<file path="src/rtl/pgwr_pkg.sv">
package pgwr_pkg;

    typedef enum logic {
        PW_IDLE = 1'b0,
        PW_BUSY = 1'b1
    } pw_mode_e;

endpackage

</file>
<file path="src/rtl/pgwr_cycle_timer.sv">
module pgwr_cycle_timer
    import pgwr_pkg::*;
#(
    parameter int unsigned CYCLE_CLKS = 250000,
    localparam int unsigned CNT_W = $clog2(CYCLE_CLKS + 1)
) (
    input  logic             clk,
    input  logic             rst_n,
    input  logic             start_i,
    output logic             busy_o,
    output logic             last_o,
    output logic [CNT_W-1:0] count_o
);

    typedef struct packed {
        pw_mode_e         mode;
        logic [CNT_W-1:0] cnt;
    } tmr_t;

    tmr_t tmr_d, tmr_q;

    always_comb begin
        tmr_d  = tmr_q;
        last_o = (tmr_q.mode == PW_BUSY) && (tmr_q.cnt == CNT_W'(CYCLE_CLKS - 1));
        unique case (tmr_q.mode)
            PW_IDLE: begin
                if (start_i) begin
                    tmr_d.mode = PW_BUSY;
                    tmr_d.cnt  = '0;
                end
            end
            PW_BUSY: begin
                if (last_o) begin
                    tmr_d.mode = PW_IDLE;
                    tmr_d.cnt  = '0;
                end else begin
                    tmr_d.cnt = tmr_q.cnt + CNT_W'(1);
                end
            end
            default: tmr_d = '{mode: PW_IDLE, cnt: '0};
        endcase
    end

    always_ff @(posedge clk or negedge rst_n) begin
        if (!rst_n) begin
            tmr_q <= '{mode: PW_IDLE, cnt: '0};
        end else begin
            tmr_q <= tmr_d;
        end
    end

    assign busy_o  = (tmr_q.mode == PW_BUSY);
    assign count_o = tmr_q.cnt;

endmodule

</file>
<file path="src/rtl/pgwr_page_buf.sv">
module pgwr_page_buf #(
    parameter int unsigned PAGE_BYTES = 16,
    parameter int unsigned DATA_W     = 8,
    localparam int unsigned OFF_W     = $clog2(PAGE_BYTES)
) (
    input  logic                  clk,
    input  logic                  rst_n,
    input  logic                  clr_i,
    input  logic                  wr_i,
    input  logic [OFF_W-1:0]      wr_idx_i,
    input  logic [DATA_W-1:0]     wr_data_i,
    input  logic [OFF_W-1:0]      rd_idx_i,
    output logic [DATA_W-1:0]     rd_data_o,
    output logic [PAGE_BYTES-1:0] mask_o
);

    typedef struct packed {
        logic [PAGE_BYTES-1:0][DATA_W-1:0] bytes;
        logic [PAGE_BYTES-1:0]             mask;
    } buf_t;

    buf_t                  buf_d, buf_q;
    logic [PAGE_BYTES-1:0] lane_hit;

    // one write decoder per byte lane
    for (genvar g = 0; g < PAGE_BYTES; g++) begin : g_lane
        assign lane_hit[g] = wr_i && (wr_idx_i == OFF_W'(g));
    end

    always_comb begin
        buf_d = buf_q;
        if (clr_i) begin
            buf_d.mask = '0;
        end
        // a write in the same cycle as a clear survives it
        for (int i = 0; i < PAGE_BYTES; i++) begin
            if (lane_hit[i]) begin
                buf_d.bytes[i] = wr_data_i;
                buf_d.mask[i]  = 1'b1;
            end
        end
    end

    always_ff @(posedge clk or negedge rst_n) begin
        if (!rst_n) begin
            buf_q <= '0;
        end else begin
            buf_q <= buf_d;
        end
    end

    assign rd_data_o = buf_q.bytes[rd_idx_i];
    assign mask_o    = buf_q.mask;

endmodule

</file>
<file path="src/rtl/pgwr_ctrl.sv">
module pgwr_ctrl
    import pgwr_pkg::*;
#(
    parameter int unsigned ADDR_W     = 8,
    parameter int unsigned DATA_W     = 8,
    parameter int unsigned PAGE_BYTES = 16,
    parameter int unsigned CYCLE_CLKS = 250000
) (
    input  logic              clk,
    input  logic              rst_n,
    input  logic              addr_vld_i,
    input  logic [ADDR_W-1:0] addr_i,
    input  logic              data_vld_i,
    input  logic [DATA_W-1:0] data_i,
    input  logic              stop_i,
    input  logic              wp_i,
    output logic              busy_o,
    output logic              mem_we_o,
    output logic [ADDR_W-1:0] mem_addr_o,
    output logic [DATA_W-1:0] mem_data_o
);

    localparam int unsigned OFF_W  = $clog2(PAGE_BYTES);
    localparam int unsigned PAGE_W = ADDR_W - OFF_W;
    localparam int unsigned CNT_W  = $clog2(CYCLE_CLKS + 1);

    typedef struct packed {
        logic [PAGE_W-1:0] page;
        logic [OFF_W-1:0]  off;
    } ptr_t;

    ptr_t                  ptr_d, ptr_q;
    logic                  accept;
    logic                  ld_addr;
    logic                  ld_data;
    logic [OFF_W-1:0]      wr_idx;
    logic                  cyc_start;
    logic                  buf_clr;
    logic                  tmr_busy;
    logic                  tmr_last;
    logic [CNT_W-1:0]      tmr_count;
    logic [OFF_W-1:0]      scan_idx;
    logic                  in_scan;
    logic [PAGE_BYTES-1:0] vmask;
    logic [DATA_W-1:0]     rd_byte;

    always_comb begin
        ptr_d     = ptr_q;
        accept    = !tmr_busy && !stop_i;
        ld_addr   = addr_vld_i && accept;
        ld_data   = data_vld_i && accept;
        wr_idx    = ld_addr ? addr_i[OFF_W-1:0] : ptr_q.off;
        if (ld_addr) begin
            ptr_d.page = addr_i[ADDR_W-1:OFF_W];
        end
        ptr_d.off = ld_data ? (wr_idx + OFF_W'(1)) : wr_idx;

        cyc_start = stop_i && !tmr_busy && !wp_i && (|vmask);
        buf_clr   = ld_addr || (stop_i && !tmr_busy && wp_i) || tmr_last;

        scan_idx  = tmr_count[OFF_W-1:0];
        in_scan   = (32'(tmr_count) < PAGE_BYTES);
    end

    always_ff @(posedge clk or negedge rst_n) begin
        if (!rst_n) begin
            ptr_q <= '0;
        end else begin
            ptr_q <= ptr_d;
        end
    end

    pgwr_page_buf #(
        .PAGE_BYTES (PAGE_BYTES),
        .DATA_W     (DATA_W)
    ) u_buf (
        .clk       (clk),
        .rst_n     (rst_n),
        .clr_i     (buf_clr),
        .wr_i      (ld_data),
        .wr_idx_i  (wr_idx),
        .wr_data_i (data_i),
        .rd_idx_i  (scan_idx),
        .rd_data_o (rd_byte),
        .mask_o    (vmask)
    );

    pgwr_cycle_timer #(
        .CYCLE_CLKS (CYCLE_CLKS)
    ) u_tmr (
        .clk     (clk),
        .rst_n   (rst_n),
        .start_i (cyc_start),
        .busy_o  (tmr_busy),
        .last_o  (tmr_last),
        .count_o (tmr_count)
    );

    assign busy_o     = tmr_busy;
    assign mem_we_o   = tmr_busy && in_scan && vmask[scan_idx];
    assign mem_addr_o = {ptr_q.page, scan_idx};
    assign mem_data_o = rd_byte;

endmodule

</file>
<file path="config.mk">
export PLATFORM = sky130hd
export DESIGN_NAME = pgwr_ctrl
export DESIGN_NICKNAME = d
export VERILOG_FILES = /design/src/rtl/pgwr_pkg.sv /design/src/rtl/pgwr_cycle_timer.sv /design/src/rtl/pgwr_page_buf.sv /design/src/rtl/pgwr_ctrl.sv
export SDC_FILE = /design/constraint.sdc
export NUM_CORES = 1
export LEC_CHECK = 0
export BUFFER_PORTS_ARGS = -buffer_cell sky130_fd_sc_hd__buf_2
export CAP_MARGIN = 20
export CORE_ASPECT_RATIO = 1.2
export CORE_MARGIN = 2
export CORE_UTILIZATION = 64
export CTS_BUF_LIST = sky130_fd_sc_hd__clkbuf_2 sky130_fd_sc_hd__clkbuf_4 sky130_fd_sc_hd__clkbuf_8
export CTS_CLUSTER_DIAMETER = 80
export DETAILED_ROUTE_END_ITERATION = 7
export PLACE_DENSITY = 0.83
export SKIP_CTS_REPAIR_TIMING = 1
export SYNTH_ARGS = -nofsm -noshare
export SYNTH_HDL_FRONTEND = slang
export SYNTH_SLANG_ARGS = --single-unit
</file>
<file path="constraint.sdc">
create_clock -name clk -period 2.7 [get_ports clk]
set_input_delay 0.27 -clock clk [delete_from_list [all_inputs] [get_ports clk]]
set_output_delay 0.27 -clock clk [all_outputs]
set_load 0.02 [all_outputs]
</file>
==> impl.org <==
** Outcome
- Result of the run :: finished with violations
- The checks that failed: negative setup slack.

** Layout
- Filler-free cell count of the finished design :: 782
- The area growth from synthesis to layout is 10.3%.
- Number of antenna diodes :: 0
- Fraction of final layout cells with drive strength greater than 1 :: 0.484
- After filler insertion, the fill cell instance count of the layout stands at 812.
- Final #Nets :: 629

** Global routing
- The first global-routing pass estimated 29.3 mm of wire.
- The initial antenna violation count is 0.
- Sum of overflow across all layers after global routing :: 0
- Across every metal layer, demand over resource in global routing totals 0.292.
- The via count of the first global-routing pass is 5395.
- Entering global routing, the biggest net connects 80 pins.

** Worst setup path
- The most numerous cell type found on the critical path is sky130_fd_sc_hd__buf_4.
- Reg-to-reg setup timing slack :: -0.02 ns
- For the worst setup path, the data required time is 3.05 ns.
- On the worst path, the slowest cell contributes a delay of 0.47 ns.
- Library cell contributing the largest single delay on the critical path :: sky130_fd_sc_hd__nand2_1
- CP startpoint kind :: flop
- Worst setup path category :: flop to flop
- Data arrives at the worst endpoint at 3.07 ns.
- The critical path goes through nor3b_1 -> buf_4 -> mux2_4 -> buf_4 -> nor2_1 -> nand2_1 -> mux2_2.
- In this run the worst path has a maximum fanout of 9.
- The worst setup path is captured at a flop.
- Worst-case reg-to-reg path depth :: 7

** Floorplanning
- Initial Util :: 0.648
- I/O pin count :: 40
- Die footprint :: 13600 um2
- Total number of placement rows :: 45
- Area of the core :: 12600 um2
- Measured along the y axis, the die boundary spans 128 um.
- The floorplan step set the die width to 107 um.

** Clock tree
- Clock latency on the worst-skew pair, taken at its later pin, is 0.47 ns.
- Clock-pin slew was measured on the worst setup and hold paths at 0.08 ns.
- Clock Tree Root :: sky130_fd_sc_hd__clkbuf_8
- Number of levels the H-tree was split into :: 4
- Clock tree from TritonCTS :: yes
- Clock sink count :: 171
- TritonCTS created 17 clock buffers.
- In this run the deepest clock path goes through 2 buffers.

** Synth
- By area the synthesized netlist is led by sky130_fd_sc_hd__dfrtp_1 53%, sky130_fd_sc_hd__mux2_2 17%, sky130_fd_sc_hd__mux4_2 12%.
- Unique cell type count in the Yosys netlist :: 50
- Share of Yosys cell area claimed by the top area cell type :: 0.526
- After technology mapping, the gate count stands at 558.
- Number of enable flip-flop cells after synthesis :: 0
- Sorting the synthesized cells by how often they occur yields 171 x sky130_fd_sc_hd__dfrtp_1, 126 x sky130_fd_sc_hd__mux2_2, 44 x sky130_fd_sc_hd__mux4_2.
- Of the synthesized area, sequential elements account for 0.526.
- Post-Syn Area per Cell :: 14.6 um2
- Synth warn :: 0
- The biggest area contributor in the post-synthesis netlist is sky130_fd_sc_hd__dfrtp_1.
- In the synthesized netlist the dominant register cell turns out to be sky130_fd_sc_hd__dfrtp_1.
- Syn Std Cell Area :: 8140 um2
- Counting every net in the synthesized netlist gives 581.
- Among all cell types in the netlist, the one instantiated most often is sky130_fd_sc_hd__dfrtp_1.
- Number of storage elements in the synthesis netlist :: 171
- Ys async rst share :: 1.00

** Detailed routing
- After detailed routing, the total wire length is 18.2 mm.
- Antenna Violating Nets Remaining :: 0
- Using the TritonRoute via totals, the vias-per-cell ratio works out to 6.61.
- Detailed routing inserted a total of 5167 vias.
- Post-route DRC :: 0
- After detailed routing, the average wire length per cell comes to 23.3 um.
- The pre-antenna-repair detailed-routing pass consisted of 6 iterations.
- Iter 0 DRT Violations :: 489

** Place
- The number of placed instances, taps included, is 749.
- During placement, the flow inserted port buffers numbering 39.
- Routability-driven placement finished with a final weighted congestion of 0.812.
- OpenSTA, run right after detailed placement, puts the worst setup slack at 0.00775 ns.
- DP Wirelength :: 12.0 mm

** STA
- Highest achievable clock rate :: 0.368 GHz
- Setup violations remaining at the end of the flow were counted as 9.
- Setup repair after global routing could not meet its margin everywhere.
- Final period utilization :: 1.01
- Final Skew :: 0.00848 ns
- Shortest period the worst path allows :: 2.72 ns
- Hold is met by 0.0382 ns.
- The final hold violation count came to 0.
- Max-slew violation count :: 0
- For the pin with the worst max-slew slack, the measured transition is 1.01 ns.
- In this run the tightest slew margin relative to its limit is 0.323.
- In the post-route analysis, the smallest setup slack over all paths is -0.0207 ns.

** Pwr
- P_leak :: 4.43 nW
- Highest ir drop seen on vdd :: 0.381 mV
- Power spread over the standard cell area amounts to 504 nW/um2.
- Total power of the final layout :: 4.52 mW

** Min path
- The worst hold path was traced through 2 stages.
- Type of the most critical hold path :: primary input to flop

** Job
- The tool flagged a number of max-cap violations equal to 0.
layout by cell type (no fill, tap or decap), types with 3 or more instances in the layout:
cell / instances
sky130_fd_sc_hd__a21oi_1: 13
sky130_fd_sc_hd__a21o_1: 11
sky130_fd_sc_hd__clkbuf_8: 23
sky130_fd_sc_hd__buf_12: 3
sky130_fd_sc_hd__buf_4: 23
sky130_fd_sc_hd__xnor2_1: 3
sky130_fd_sc_hd__nand2b_1: 6
sky130_fd_sc_hd__buf_2: 38
sky130_fd_sc_hd__and3_1: 5
sky130_fd_sc_hd__mux2_2: 126
sky130_fd_sc_hd__nor2b_1: 3
sky130_fd_sc_hd__a22o_1: 9
sky130_fd_sc_hd__mux4_2: 44
sky130_fd_sc_hd__nor2_1: 12
sky130_fd_sc_hd__dfrtp_1: 169
sky130_fd_sc_hd__clkinv_2: 3
sky130_fd_sc_hd__nor2_2: 7
sky130_fd_sc_hd__inv_1: 7
sky130_fd_sc_hd__nand3_1: 12
sky130_fd_sc_hd__mux2_4: 10
sky130_fd_sc_hd__nand4_1: 3
sky130_fd_sc_hd__o21ai_0: 13
sky130_fd_sc_hd__nand2_1: 14
sky130_fd_sc_hd__mux2i_1: 4
sky130_fd_sc_hd__or3_1: 4
sky130_fd_sc_hd__nor4_1: 8
per-stage QoR:
stage | setup TNS [ns] | cell area, um2 | util
after floorplan | 0 | 8140 | -
final | -0.122 | 8970 | 0.715
after global placement | 0 | 8550 | 0.681
after detailed placement | 0 | 8550 | 0.681
after global routing | -2.76 | 8970 | 0.715
after CTS | -0.167 | 8940 | 0.712
flip-flops by register name, summed over array words and instances (netlist names):
register and flops:
u_buf.mask_o 16, mem_addr_o 4, u_tmr.busy_o 1, u_buf.buf_q 128
u_tmr.count_o 18, ptr_q 4
area by class of cell:
| cell class | instances | area [um2] | area share |
|---|---|---|---|
| Sequential cell | 171 | 4280 | 0.477 |
| Multi-Input combinational cell | 341 | 3600 | 0.401 |
| Timing Repair Buffer | 68 | 470 | 0.0524 |
| Clock buffer | 25 | 332 | 0.0369 |
| Tap cell | 164 | 205 | 0.0229 |
| Clock inverter | 6 | 60.1 | 0.00669 |
| Inverter | 7 | 26.3 | 0.00293 |
logic make-up (layout without fill, tap and decap cells):
family,count (synthesis),in the layout,share of synthesized area
AND/OR/NAND/NOR,93,93,0.0655
flip-flops,171,171,0.526
XOR/XNOR,3,3,0.00323
adder cells (fa/ha/maj),1,1,0.00154
multiplexers,184,184,0.319
AO/OA/AOI/OAI,60,60,0.0515
buffers and inverters,46,106,0.0329
worst max-delay path: cells and delay by family, from the launching register on:
| kind | cells | cell delay [ns] |
|---|---|---|
| buffers and inverters | 2 | 0.40 |
| flip-flops | 1 | 0.41 |
| multiplexers | 2 | 0.76 |
| AND/OR/NAND/NOR | 3 | 1.03 |
metal layers:
| layer | vias up | GRT usage | share of wire |
|---|---|---|---|
| met3 | 49 | 0.0536 | 0.057 |
| li1 | 2180 | - | - |
| met4 | 0 | 0.149 | 0.032 |
| met2 | 212 | 0.472 | 0.51 |
| met5 | - | 0 | 0 |
| met1 | 2726 | 0.381 | 0.40 |
where the power goes:
part	switching (mW)	leakage (nW)	internal, mW
Sequential	0.0127	2.32	2.58
Combinational	0.110	1.91	0.0498
Clock	0.881	0.201	0.888
worst paths after layout:
kind | start | end
setup / recovery | u_tmr.busy_o | u_buf.buf_q[25]
hold / removal | addr_i[7] | mem_addr_o[7]
setup reg to reg | u_tmr.busy_o | u_buf.buf_q[25]
hold reg to reg | u_buf.buf_q[38] | u_buf.buf_q[38]
max in group asynchronous | rst_n | u_buf.buf_q[139]
min in group asynchronous | rst_n | mem_addr_o[5]
Power figures use the tool's default switching activity.
